## src/rtl/bank_ea_pkg.sv

```systemverilog
package bank_ea_pkg;

    typedef enum logic [3:0] {
        EA_ABS        = 4'd0,
        EA_ABS_X      = 4'd1,
        EA_ABS_Y      = 4'd2,
        EA_LONG       = 4'd3,
        EA_LONG_X     = 4'd4,
        EA_DIR        = 4'd5,
        EA_DIR_X      = 4'd6,
        EA_DIR_Y      = 4'd7,
        EA_STK        = 4'd8,
        EA_IND_LONG   = 4'd9,
        EA_IND_LONG_Y = 4'd10
    } ea_mode_e;

    localparam logic [1:0] SEL_DBANK = 2'd0;
    localparam logic [1:0] SEL_DPAGE = 2'd1;
    localparam logic [1:0] SEL_STACK = 2'd2;

endpackage

```

## src/rtl/bank_ea_regs.sv

```systemverilog
module bank_ea_regs #(
    parameter int BANK_W = 8,
    parameter int OFF_W  = 16
) (
    input  logic              clk,
    input  logic              rst_n,
    input  logic              wr_i,
    input  logic [1:0]        sel_i,
    input  logic [OFF_W-1:0]  wdata_i,
    output logic [BANK_W-1:0] dbank_o,
    output logic [OFF_W-1:0]  dpage_o,
    output logic [OFF_W-1:0]  sp_o
);
    import bank_ea_pkg::*;

    typedef struct packed {
        logic [BANK_W-1:0] dbank;
        logic [OFF_W-1:0]  dpage;
        logic [OFF_W-1:0]  sp;
    } regs_t;

    regs_t st_d, st_q;

    always_comb begin
        st_d = st_q;
        if (wr_i) begin
            case (sel_i)
                SEL_DBANK: st_d.dbank = wdata_i[BANK_W-1:0];
                SEL_DPAGE: st_d.dpage = wdata_i;
                SEL_STACK: st_d.sp    = wdata_i;
                default:   st_d       = st_q;
            endcase
        end
    end

    always_ff @(posedge clk or negedge rst_n) begin
        if (!rst_n) st_q <= '0;
        else        st_q <= st_d;
    end

    assign dbank_o = st_q.dbank;
    assign dpage_o = st_q.dpage;
    assign sp_o    = st_q.sp;

    AST_STACK_WRITE: assert property (@(posedge clk) disable iff (!rst_n)
        (wr_i && sel_i == SEL_STACK) |=> sp_o == $past(wdata_i));
    AST_RESERVED_SEL: assert property (@(posedge clk) disable iff (!rst_n)
        (wr_i && sel_i == 2'd3) |=> ($stable(dbank_o) && $stable(dpage_o) && $stable(sp_o)));

endmodule

```

## src/rtl/bank_ea_pc.sv

```systemverilog
module bank_ea_pc #(
    parameter int BANK_W = 8,
    parameter int OFF_W  = 16,
    localparam int ADDR_W = BANK_W + OFF_W
) (
    input  logic              clk,
    input  logic              rst_n,
    input  logic              load_i,
    input  logic [ADDR_W-1:0] load_val_i,
    input  logic              step_i,
    output logic [OFF_W-1:0]  pc_o,
    output logic [BANK_W-1:0] bank_o
);

    typedef struct packed {
        logic [BANK_W-1:0] bank;
        logic [OFF_W-1:0]  pc;
    } pc_t;

    pc_t st_d, st_q;

    always_comb begin
        st_d = st_q;
        if (load_i) begin
            st_d.bank = load_val_i[ADDR_W-1:OFF_W];
            st_d.pc   = load_val_i[OFF_W-1:0];
        end else if (step_i) begin
            st_d.pc   = st_q.pc + 1'b1;
        end
    end

    always_ff @(posedge clk or negedge rst_n) begin
        if (!rst_n) st_q <= '0;
        else        st_q <= st_d;
    end

    assign pc_o   = st_q.pc;
    assign bank_o = st_q.bank;

    AST_PC_WRAP: assert property (@(posedge clk) disable iff (!rst_n)
        (step_i && !load_i && pc_o == {OFF_W{1'b1}}) |=> (pc_o == '0 && $stable(bank_o)));
    AST_PC_BANK_KEEP: assert property (@(posedge clk) disable iff (!rst_n)
        (!load_i) |=> $stable(bank_o));
    AST_PC_LOAD: assert property (@(posedge clk) disable iff (!rst_n)
        load_i |=> ({bank_o, pc_o} == $past(load_val_i)));

endmodule

```

## src/rtl/bank_ea_calc.sv

```systemverilog
module bank_ea_calc #(
    parameter int BANK_W = 8,
    parameter int OFF_W  = 16,
    parameter int NARROW_W = 8,
    localparam int ADDR_W = BANK_W + OFF_W
) (
    input  logic [3:0]        mode_i,
    input  logic [ADDR_W-1:0] operand_i,
    input  logic [ADDR_W-1:0] ptr_i,
    input  logic [OFF_W-1:0]  idx_x_i,
    input  logic [OFF_W-1:0]  idx_y_i,
    input  logic              narrow_i,
    input  logic [BANK_W-1:0] dbank_i,
    input  logic [OFF_W-1:0]  dpage_i,
    input  logic [OFF_W-1:0]  sp_i,
    output logic [ADDR_W-1:0] ea_o
);
    import bank_ea_pkg::*;

    logic [OFF_W-1:0] x_eff, y_eff;

    generate
        if (OFF_W > NARROW_W) begin : g_narrow
            assign x_eff = narrow_i ? {{(OFF_W-NARROW_W){1'b0}}, idx_x_i[NARROW_W-1:0]} : idx_x_i;
            assign y_eff = narrow_i ? {{(OFF_W-NARROW_W){1'b0}}, idx_y_i[NARROW_W-1:0]} : idx_y_i;
        end else begin : g_full
            assign x_eff = idx_x_i;
            assign y_eff = idx_y_i;
        end
    endgenerate

    logic [ADDR_W-1:0] long_base, long_sum;
    logic [OFF_W-1:0]  page_base, page_sum, add_idx, short_off;
    logic              use_long;

    assign short_off = {{(OFF_W-8){1'b0}}, operand_i[7:0]};

    always_comb begin
        long_base = operand_i;
        page_base = '0;
        add_idx   = '0;
        use_long  = 1'b1;
        case (mode_i)
            EA_ABS:        long_base = {dbank_i, operand_i[OFF_W-1:0]};
            EA_ABS_X: begin
                long_base = {dbank_i, operand_i[OFF_W-1:0]};
                add_idx   = x_eff;
            end
            EA_ABS_Y: begin
                long_base = {dbank_i, operand_i[OFF_W-1:0]};
                add_idx   = y_eff;
            end
            EA_LONG:       long_base = operand_i;
            EA_LONG_X:     add_idx   = x_eff;
            EA_IND_LONG:   long_base = ptr_i;
            EA_IND_LONG_Y: begin
                long_base = ptr_i;
                add_idx   = y_eff;
            end
            EA_DIR: begin
                use_long  = 1'b0;
                page_base = dpage_i + short_off;
            end
            EA_DIR_X: begin
                use_long  = 1'b0;
                page_base = dpage_i + short_off;
                add_idx   = x_eff;
            end
            EA_DIR_Y: begin
                use_long  = 1'b0;
                page_base = dpage_i + short_off;
                add_idx   = y_eff;
            end
            EA_STK: begin
                use_long  = 1'b0;
                page_base = sp_i + short_off;
            end
            default:       long_base = {dbank_i, operand_i[OFF_W-1:0]};
        endcase
        long_sum = long_base + {{BANK_W{1'b0}}, add_idx};
        page_sum = page_base + add_idx;
        ea_o     = use_long ? long_sum : {{BANK_W{1'b0}}, page_sum};
    end

endmodule

```

## src/rtl/bank_ea_gen.sv

```systemverilog
module bank_ea_gen #(
    parameter int BANK_W = 8,
    parameter int OFF_W  = 16,
    localparam int ADDR_W = BANK_W + OFF_W
) (
    input  logic              clk,
    input  logic              rst_n,
    input  logic              reg_wr,
    input  logic [1:0]        reg_sel,
    input  logic [OFF_W-1:0]  reg_wdata,
    input  logic              pc_load,
    input  logic [ADDR_W-1:0] pc_load_val,
    input  logic              pc_step,
    input  logic [3:0]        mode,
    input  logic [ADDR_W-1:0] operand,
    input  logic [ADDR_W-1:0] ptr_long,
    input  logic [OFF_W-1:0]  idx_x,
    input  logic [OFF_W-1:0]  idx_y,
    input  logic              idx_narrow,
    input  logic              addr_strobe,
    output logic [ADDR_W-1:0] bus_addr,
    output logic [OFF_W-1:0]  pc_out,
    output logic [BANK_W-1:0] pc_bank
);
    import bank_ea_pkg::*;

    logic [BANK_W-1:0] dbank;
    logic [OFF_W-1:0]  dpage, sp;
    logic [ADDR_W-1:0] ea;

    bank_ea_regs #(.BANK_W(BANK_W), .OFF_W(OFF_W)) regs_i (
        .clk(clk), .rst_n(rst_n), .wr_i(reg_wr), .sel_i(reg_sel), .wdata_i(reg_wdata),
        .dbank_o(dbank), .dpage_o(dpage), .sp_o(sp)
    );

    bank_ea_pc #(.BANK_W(BANK_W), .OFF_W(OFF_W)) pc_i (
        .clk(clk), .rst_n(rst_n), .load_i(pc_load), .load_val_i(pc_load_val),
        .step_i(pc_step), .pc_o(pc_out), .bank_o(pc_bank)
    );

    bank_ea_calc #(.BANK_W(BANK_W), .OFF_W(OFF_W)) calc_i (
        .mode_i(mode), .operand_i(operand), .ptr_i(ptr_long), .idx_x_i(idx_x),
        .idx_y_i(idx_y), .narrow_i(idx_narrow), .dbank_i(dbank), .dpage_i(dpage),
        .sp_i(sp), .ea_o(ea)
    );

    typedef struct packed {
        logic [ADDR_W-1:0] addr;
    } out_t;

    out_t st_d, st_q;

    always_comb begin
        st_d = st_q;
        if (addr_strobe) st_d.addr = ea;
    end

    always_ff @(posedge clk or negedge rst_n) begin
        if (!rst_n) st_q <= '0;
        else        st_q <= st_d;
    end

    assign bus_addr = st_q.addr;

    AST_ADDR_HOLD: assert property (@(posedge clk) disable iff (!rst_n)
        (!addr_strobe) |=> $stable(bus_addr));
    AST_STACK_BANK_ZERO: assert property (@(posedge clk) disable iff (!rst_n)
        (addr_strobe && mode == EA_STK) |=> bus_addr[ADDR_W-1:OFF_W] == '0);
    AST_DIRECT_BANK_ZERO: assert property (@(posedge clk) disable iff (!rst_n)
        (addr_strobe && (mode == EA_DIR || mode == EA_DIR_X || mode == EA_DIR_Y))
        |=> bus_addr[ADDR_W-1:OFF_W] == '0);
    AST_LONG_PASS: assert property (@(posedge clk) disable iff (!rst_n)
        (addr_strobe && mode == EA_LONG) |=> bus_addr == $past(operand));
    AST_IND_LONG_PASS: assert property (@(posedge clk) disable iff (!rst_n)
        (addr_strobe && mode == EA_IND_LONG) |=> bus_addr == $past(ptr_long));
    AST_ABS_DBANK: assert property (@(posedge clk) disable iff (!rst_n)
        (addr_strobe && mode == EA_ABS)
        |=> bus_addr == {$past(dbank), $past(operand[OFF_W-1:0])});

endmodule

```

## config.mk

```make
export PLATFORM = sky130hd
export DESIGN_NAME = bank_ea_gen
export DESIGN_NICKNAME = d
export VERILOG_FILES = /design/src/rtl/bank_ea_pkg.sv /design/src/rtl/bank_ea_regs.sv /design/src/rtl/bank_ea_pc.sv /design/src/rtl/bank_ea_calc.sv /design/src/rtl/bank_ea_gen.sv
export SDC_FILE = /design/constraint.sdc
export NUM_CORES = 1
export LEC_CHECK = 0
export ABC_AREA = 1
export CAP_MARGIN = 20
export CORE_MARGIN = 2
export CORE_UTILIZATION = 44
export CTS_CLUSTER_SIZE = 24
export DETAILED_ROUTE_END_ITERATION = 12
export PLACE_DENSITY = 0.75
export RECOVER_POWER = 50
export REMOVE_ABC_BUFFERS = 1
export SLEW_MARGIN = 20
export SYNTH_ARGS = -nofsm -noshare
export SYNTH_HDL_FRONTEND = slang
export SYNTH_HIERARCHICAL = 1
export SYNTH_SLANG_ARGS = --single-unit
```

## constraint.sdc

```tcl
create_clock -name clk -period 3.35 [get_ports clk]
set_input_delay 0.8375 -clock clk [delete_from_list [all_inputs] [get_ports clk]]
set_output_delay 0.8375 -clock clk [all_outputs]
set_load 0.03 [all_outputs]
```

# After elaboration in Yosys (flattened, before gate mapping)
# Cells that the tools add are included.
[totals] out_inout_bits=48 wordCells=42 inputBits=133 ff_bits=88
[op_classes] muxes=8 reduce_logical=11 n_addsub=5 eq_ne=12
[op_table] operator="16-bit two-way mux" n=4
[op_table] operator="16-bit one-hot mux with 2 select lines" n=2
[op_table] operator="24-bit one-hot mux with 2 select lines" n=1
[op_table] operator="16-bit by 8-bit adder with 16-bit output" n=2
[op_table] operator="24-bit by 16-bit adder with 24-bit output" n=1
[op_table] operator="24-bit two-way mux" n=1
[op_table] operator="16-bit by 1-bit adder with 16-bit output (second input constant)" n=1
[op_table] operator="16-bit adder" n=1
[op_table] operator="4-bit by 3-bit == test with 1-bit output (second input constant)" n=4
[op_table] operator="4-bit == test (second input constant)" n=3
[op_table] operator="3-bit OR reduction" n=3
[op_table] operator="4-bit by 2-bit == test with 1-bit output (second input constant)" n=2
[op_table] operator="2-bit AND reduction" n=3
[op_table] operator="6-bit OR reduction" n=1
[op_table] operator="4-bit by 1-bit == test with 1-bit output (second input constant)" n=1
[op_table] operator="4-bit OR reduction" n=1
[op_table] operator="2-bit by 1-bit == test with 1-bit output (second input constant)" n=1
[op_table] operator="2-bit == test (second input constant)" n=1
[op_table] operator="2-bit zero test" n=1
[op_table] operator="2-bit nonzero test" n=1
[op_table] operator="2-bit OR reduction" n=1

# Logic depth before layout (Yosys ltp)
[logic_depth] depth_word=5 ltp_mapped=33 ltp_nobuf=32

# Modules after synthesis
# The synthesis kept the hierarchy.
[modules_own_cells] mod="bank_ea_calc" seq_area_each_um2=0.0 area_each_um2=3397.0 cells_each=672 instances=1
[modules_own_cells] mod="bank_ea_regs" seq_area_each_um2=1001.0 area_each_um2=1780.5 cells_each=179 instances=1
[modules_own_cells] mod="bank_ea_pc" seq_area_each_um2=600.6 area_each_um2=1362.6 cells_each=172 instances=1
[modules_own_cells] mod="bank_ea_gen" seq_area_each_um2=600.6 area_each_um2=974.7 cells_each=102 instances=1

# Least setup slack after synthesis
# OpenSTA, ideal clock, no wires.
[synth_timing] path_kind="input to register" startpoint="in mode[0]" endpoint="reg st_q, in the netlist bus_addr[15]" t_required_ns=3.232 cell_stages=29 path_buffers=1 t_arrival_ns=4.022 slack_ns=-0.790 path_cell_list="nor2_2 -> nand2_4 -> clkbuf_1 -> o21ai_0 -> inv_1 -> fa_1 -> nand3b_1 -> nand2_1 -> a21oi_1 -> nor2_1 -> nand2_1 -> inv_1 -> a21oi_1 -> nor3_1 -> ha_1 -> nand2_1 -> nand2_1 -> nand3_1 -> nand2_1 -> a21oi_1 -> nand3_1 -> nand2_1 -> inv_1 -> nand3_1 -> nand3_1 -> nand2_1 -> inv_1 -> nand2_1 -> nand2_1"
[synth_via] elab_chain_cells=5 word_cells_on_any_way=22 cone_classes="add/sub (2); eq/ne (10); mux (4); reduce/logical (6)"
[synth_lines] item="start, declared" line_no="bank_ea_gen.sv:14" source="input logic [3:0] mode,"
[synth_lines] item="4-bit by 2-bit == test with 1-bit output, or another cell as far along" line_no="bank_ea_calc.sv:43" source="case (mode_i)"
[synth_lines] item="6-bit OR reduction (no line), or another cell as far along"
[synth_lines] item="24-bit one-hot mux with 2 select lines / 16-bit one-hot mux with 2 select lines (equally long branches)" line_no="bank_ea_calc.sv:43"
[synth_lines] item="24-bit by 16-bit adder with 24-bit output / 16-bit adder (equally long branches)" line_no="bank_ea_calc.sv:80, bank_ea_calc.sv:81"
[synth_lines] item="24-bit two-way mux (*)" line_no="bank_ea_calc.sv:82" source="ea_o = use_long ? long_sum : {{BANK_W{1'b0}}, page_sum};"
[synth_lines] item="named net ea[15]" line_no="bank_ea_gen.sv:29" source="logic [ADDR_W-1:0] ea;"
[synth_lines] item="end signal, assigned" line_no="bank_ea_gen.sv:60" source="else st_q <= st_d;"
[synth_lines] item="end, declared" line_no="bank_ea_gen.sv:51" source="out_t st_d, st_q;"
# The timed path passes the listed nets; every way through them passes the cells marked *.
# A chain may end at the register's enable or synchronous reset.

# Worst setup path in the final report
# Ends and elaborated chain as after synthesis.

==> qor.yml <==
die_h_um: 135
grt_pass1_vias: 8533
ys_seq_area_share_pct: 29.3
cts_tree: "yes"
cp-end-kind: "flip-flop"
drtIter0Drc: 851
drv_slew: 44
holdPathStages: 2
yosys.cell_types.count: 46
cp.arrival_ps: 4280
path_clk_slew_ps: 70
area_delta_synth_final_pct: 64.3
cp_max_fo: 6
netSwitchingPower_w: 0.00179
synth_common_cells: "nand2_1, dfrtp_1, inv_1, nand3_1, a21oi_1"
setup_violations: 14
wl_met2_um: 13900
cts_sinks: 88
pre_cts_ws_ps: -1410
rr_worst_depth: 29
peakVddDrop_v: 0.000276
yosys_warnings: 6
status: "complete, but fails checks"
cts-buffers-inserted: 9
ant_nets: 0
io_pins: 181
worstPathRequired_ps: 3650
fillers: 1219
combPwrFrac_pct: 47.6
place_hpwl_um: 19200
via_per_inst: 5.49
dieArea_um2: 18100
ys.flop_type: "dfrtp_1"
finalCritPeriodShare_pct: 119
placeableCoreArea_um2: 16600
yosys.area.top_type: "dfrtp_1"
cp_slowest_cell: "fa_2"
overflow: 0
synth_area_um2: 7510
drive_gt1_share_pct: 32.2
wl_met3_um: 2210
wl_met1_um: 11700
vias: 9380
track_usage_pct: 28.8
synth_most_common_cell: "nand2_1"
hold_path.class: "reg2reg"
worstSkewPairLatency_ps: 370
worstMarginPinSlew_ps: 2410
cp_common_cell: "nand2_1"
pwr_density_cell_nw_per_um2: 368
dp_cells: 1633
cts_root_buffer: "clkbuf_16"
slew_headroom_pct: -60.4
fin_ws_ps: -625
grt_pass1_wl_um: 41900
fin_tns_setup_ps: -4950
period_needed_ps: 3980
antenna_cells: 0
wl_per_cell_um: 17.2
yosys.area.top_type_share_pct: 29.3
path_class: "in2reg"
synth_edf_count: 0
violations: "capacitance limit, slew limit, setup timing"
p_leak_nw: 6.04
rows: 47
gp_routability_congestion: 0.942
hold_violations: 0
numPortBuffers: 180
drc_errors: 0
cp-start-kind: "primary input"
placed_cell_area_um2: 10400
synthArstFlopShare_pct: 100
drv_cap: 1
die_width_um: 135
switching_share_pct: 39.4
max_stage_delay_ps: 330
initial_core_util_pct: 45.2
rsz0062_at_grt: "yes"
top_layer_used: "met4"
seqPwrFrac_pct: 29.8
drt_pass1_iterations: 7
instances_no_fill: 1709
stdcell_area_um2: 12300
pwr-share-clk_pct: 22.6
wl_um: 29400
synth.top_cells.by_area: "dfrtp_1, nand2_1, ha_1"
nets: 1662
fin_skew_ps: 7.90
cts_buffer_depth: 2
antenna_found_initial: 0
fmax_mhz: 252
intPower_w: 0.00275
grt_max_degree: 47
cts_max_level: 3
ys_ff_latch: 88
hold_buffers: 0
syn_area_per_cell_um2: 6.68
synth_cells: 1125
==> routing by layer <==
layer	vias to the layer above	global-route usage, %
met1	4337	38.5
met5	-	0
met3	147	3.83
li1	4415	-
met4	0	9.18
met2	481	48.3
==> critical path, delay by kind of cell <==
family	cells	cell delay [ps]
fa+ha+maj	3	820
simple gates	19	1580
compound gates	3	410
buf+inv	8	620
==> cell families (layout without fill, tap and decap cells) <==
logic type / after synthesis / count (layout) / share of synthesized area (%)
AND/OR/NAND/NOR: 688 / 688 / 40.4
adder cells (fa/ha/maj): 45 / 45 / 7.79
flip-flops: 88 / 88 / 29.3
buffers and inverters: 125 / 489 / 8.47
AO/OA/AOI/OAI: 162 / 162 / 12.0
XOR/XNOR: 17 / 17 / 1.98
==> through the flow <==
stage | util, % | total power [W] | hold slack [ps]
floorplan | - | 0.00222 | 442
global placement | 62.6 | 0.00303 | 453
detailed placement | 62.6 | 0.00305 | 458
CTS | 69.2 | 0.00426 | 476
global route | 74.2 | 0.00476 | 488
finish | 74.2 | 0.00454 | 474
==> final cells by class <==
class	count	area [um^2]	share of cell area (%)
inverters	89	399	3.23
multi-input cells	912	5710	46.2
repair buffers	384	3470	28.1
flip-flops and latches	88	2200	17.8
clock buffers	9	225	1.82
well taps	220	275	2.23
clock inverters	7	62.6	0.507
==> cells in the final DEF (no fill, tap or decap), types with 17 or more instances in the layout <==
master and count:
nand3_1 58, o21ai_0 24, o21ai_1 17, buf_4 175, clkdlybuf4s50_1 170, nand4_1 40
inv_1 69, dfrtp_1 88, ha_4 22, ha_1 18, nand2_2 86, buf_6 26
a21oi_1 40, nor2_1 46, nand2_1 385, a21oi_2 19
==> power groups by stage <==
stage	registers [W]	logic (W)	clock network, W
2_1_floorplan	0.00150	0.000714	0
3_3_place_gp	0.00136	0.00166	0
3_5_place_dp	0.00137	0.00169	0
4_1_cts	0.00135	0.00188	0.00103
5_1_grt	0.00137	0.00232	0.00107
6_report	0.00135	0.00216	0.00103
==> repair_timing <==
action | 4_1_cts | 5_1_grt
gates resized for setup | 166 | 162
pin swaps | 80 | 91
buffers inserted | 37 | 33
setup endpoints to repair | 22 | 22
==> sequential cells by signal (all words and copies together), names as in the netlist <==
name	count
bus_addr	24
pc_i/pc_o	16
regs_i/dpage_o	16
regs_i/sp_o	16
pc_i/bank_o	8
regs_i/dbank_o	8
==> path summary, 6_finish.rpt <==
kind                                            start                    endpoint  slack, ps
max reg2reg                regs_i/sp_o[0]$_DFFE_PN0P_    bus_addr[15]$_DFFE_PN0P_       -200
min in group asynchronous                       rst_n  pc_i/bank_o[7]$_DFFE_PN0P_       1210
max                                           mode[0]    bus_addr[15]$_DFFE_PN0P_       -630
min reg2reg                pc_i/bank_o[2]$_DFFE_PN0P_  pc_i/bank_o[2]$_DFFE_PN0P_        470
max in group asynchronous                       rst_n     bus_addr[6]$_DFFE_PN0P_        290
min                        pc_i/bank_o[2]$_DFFE_PN0P_  pc_i/bank_o[2]$_DFFE_PN0P_        470
No activity file was read; power rests on OpenSTA's default activity.
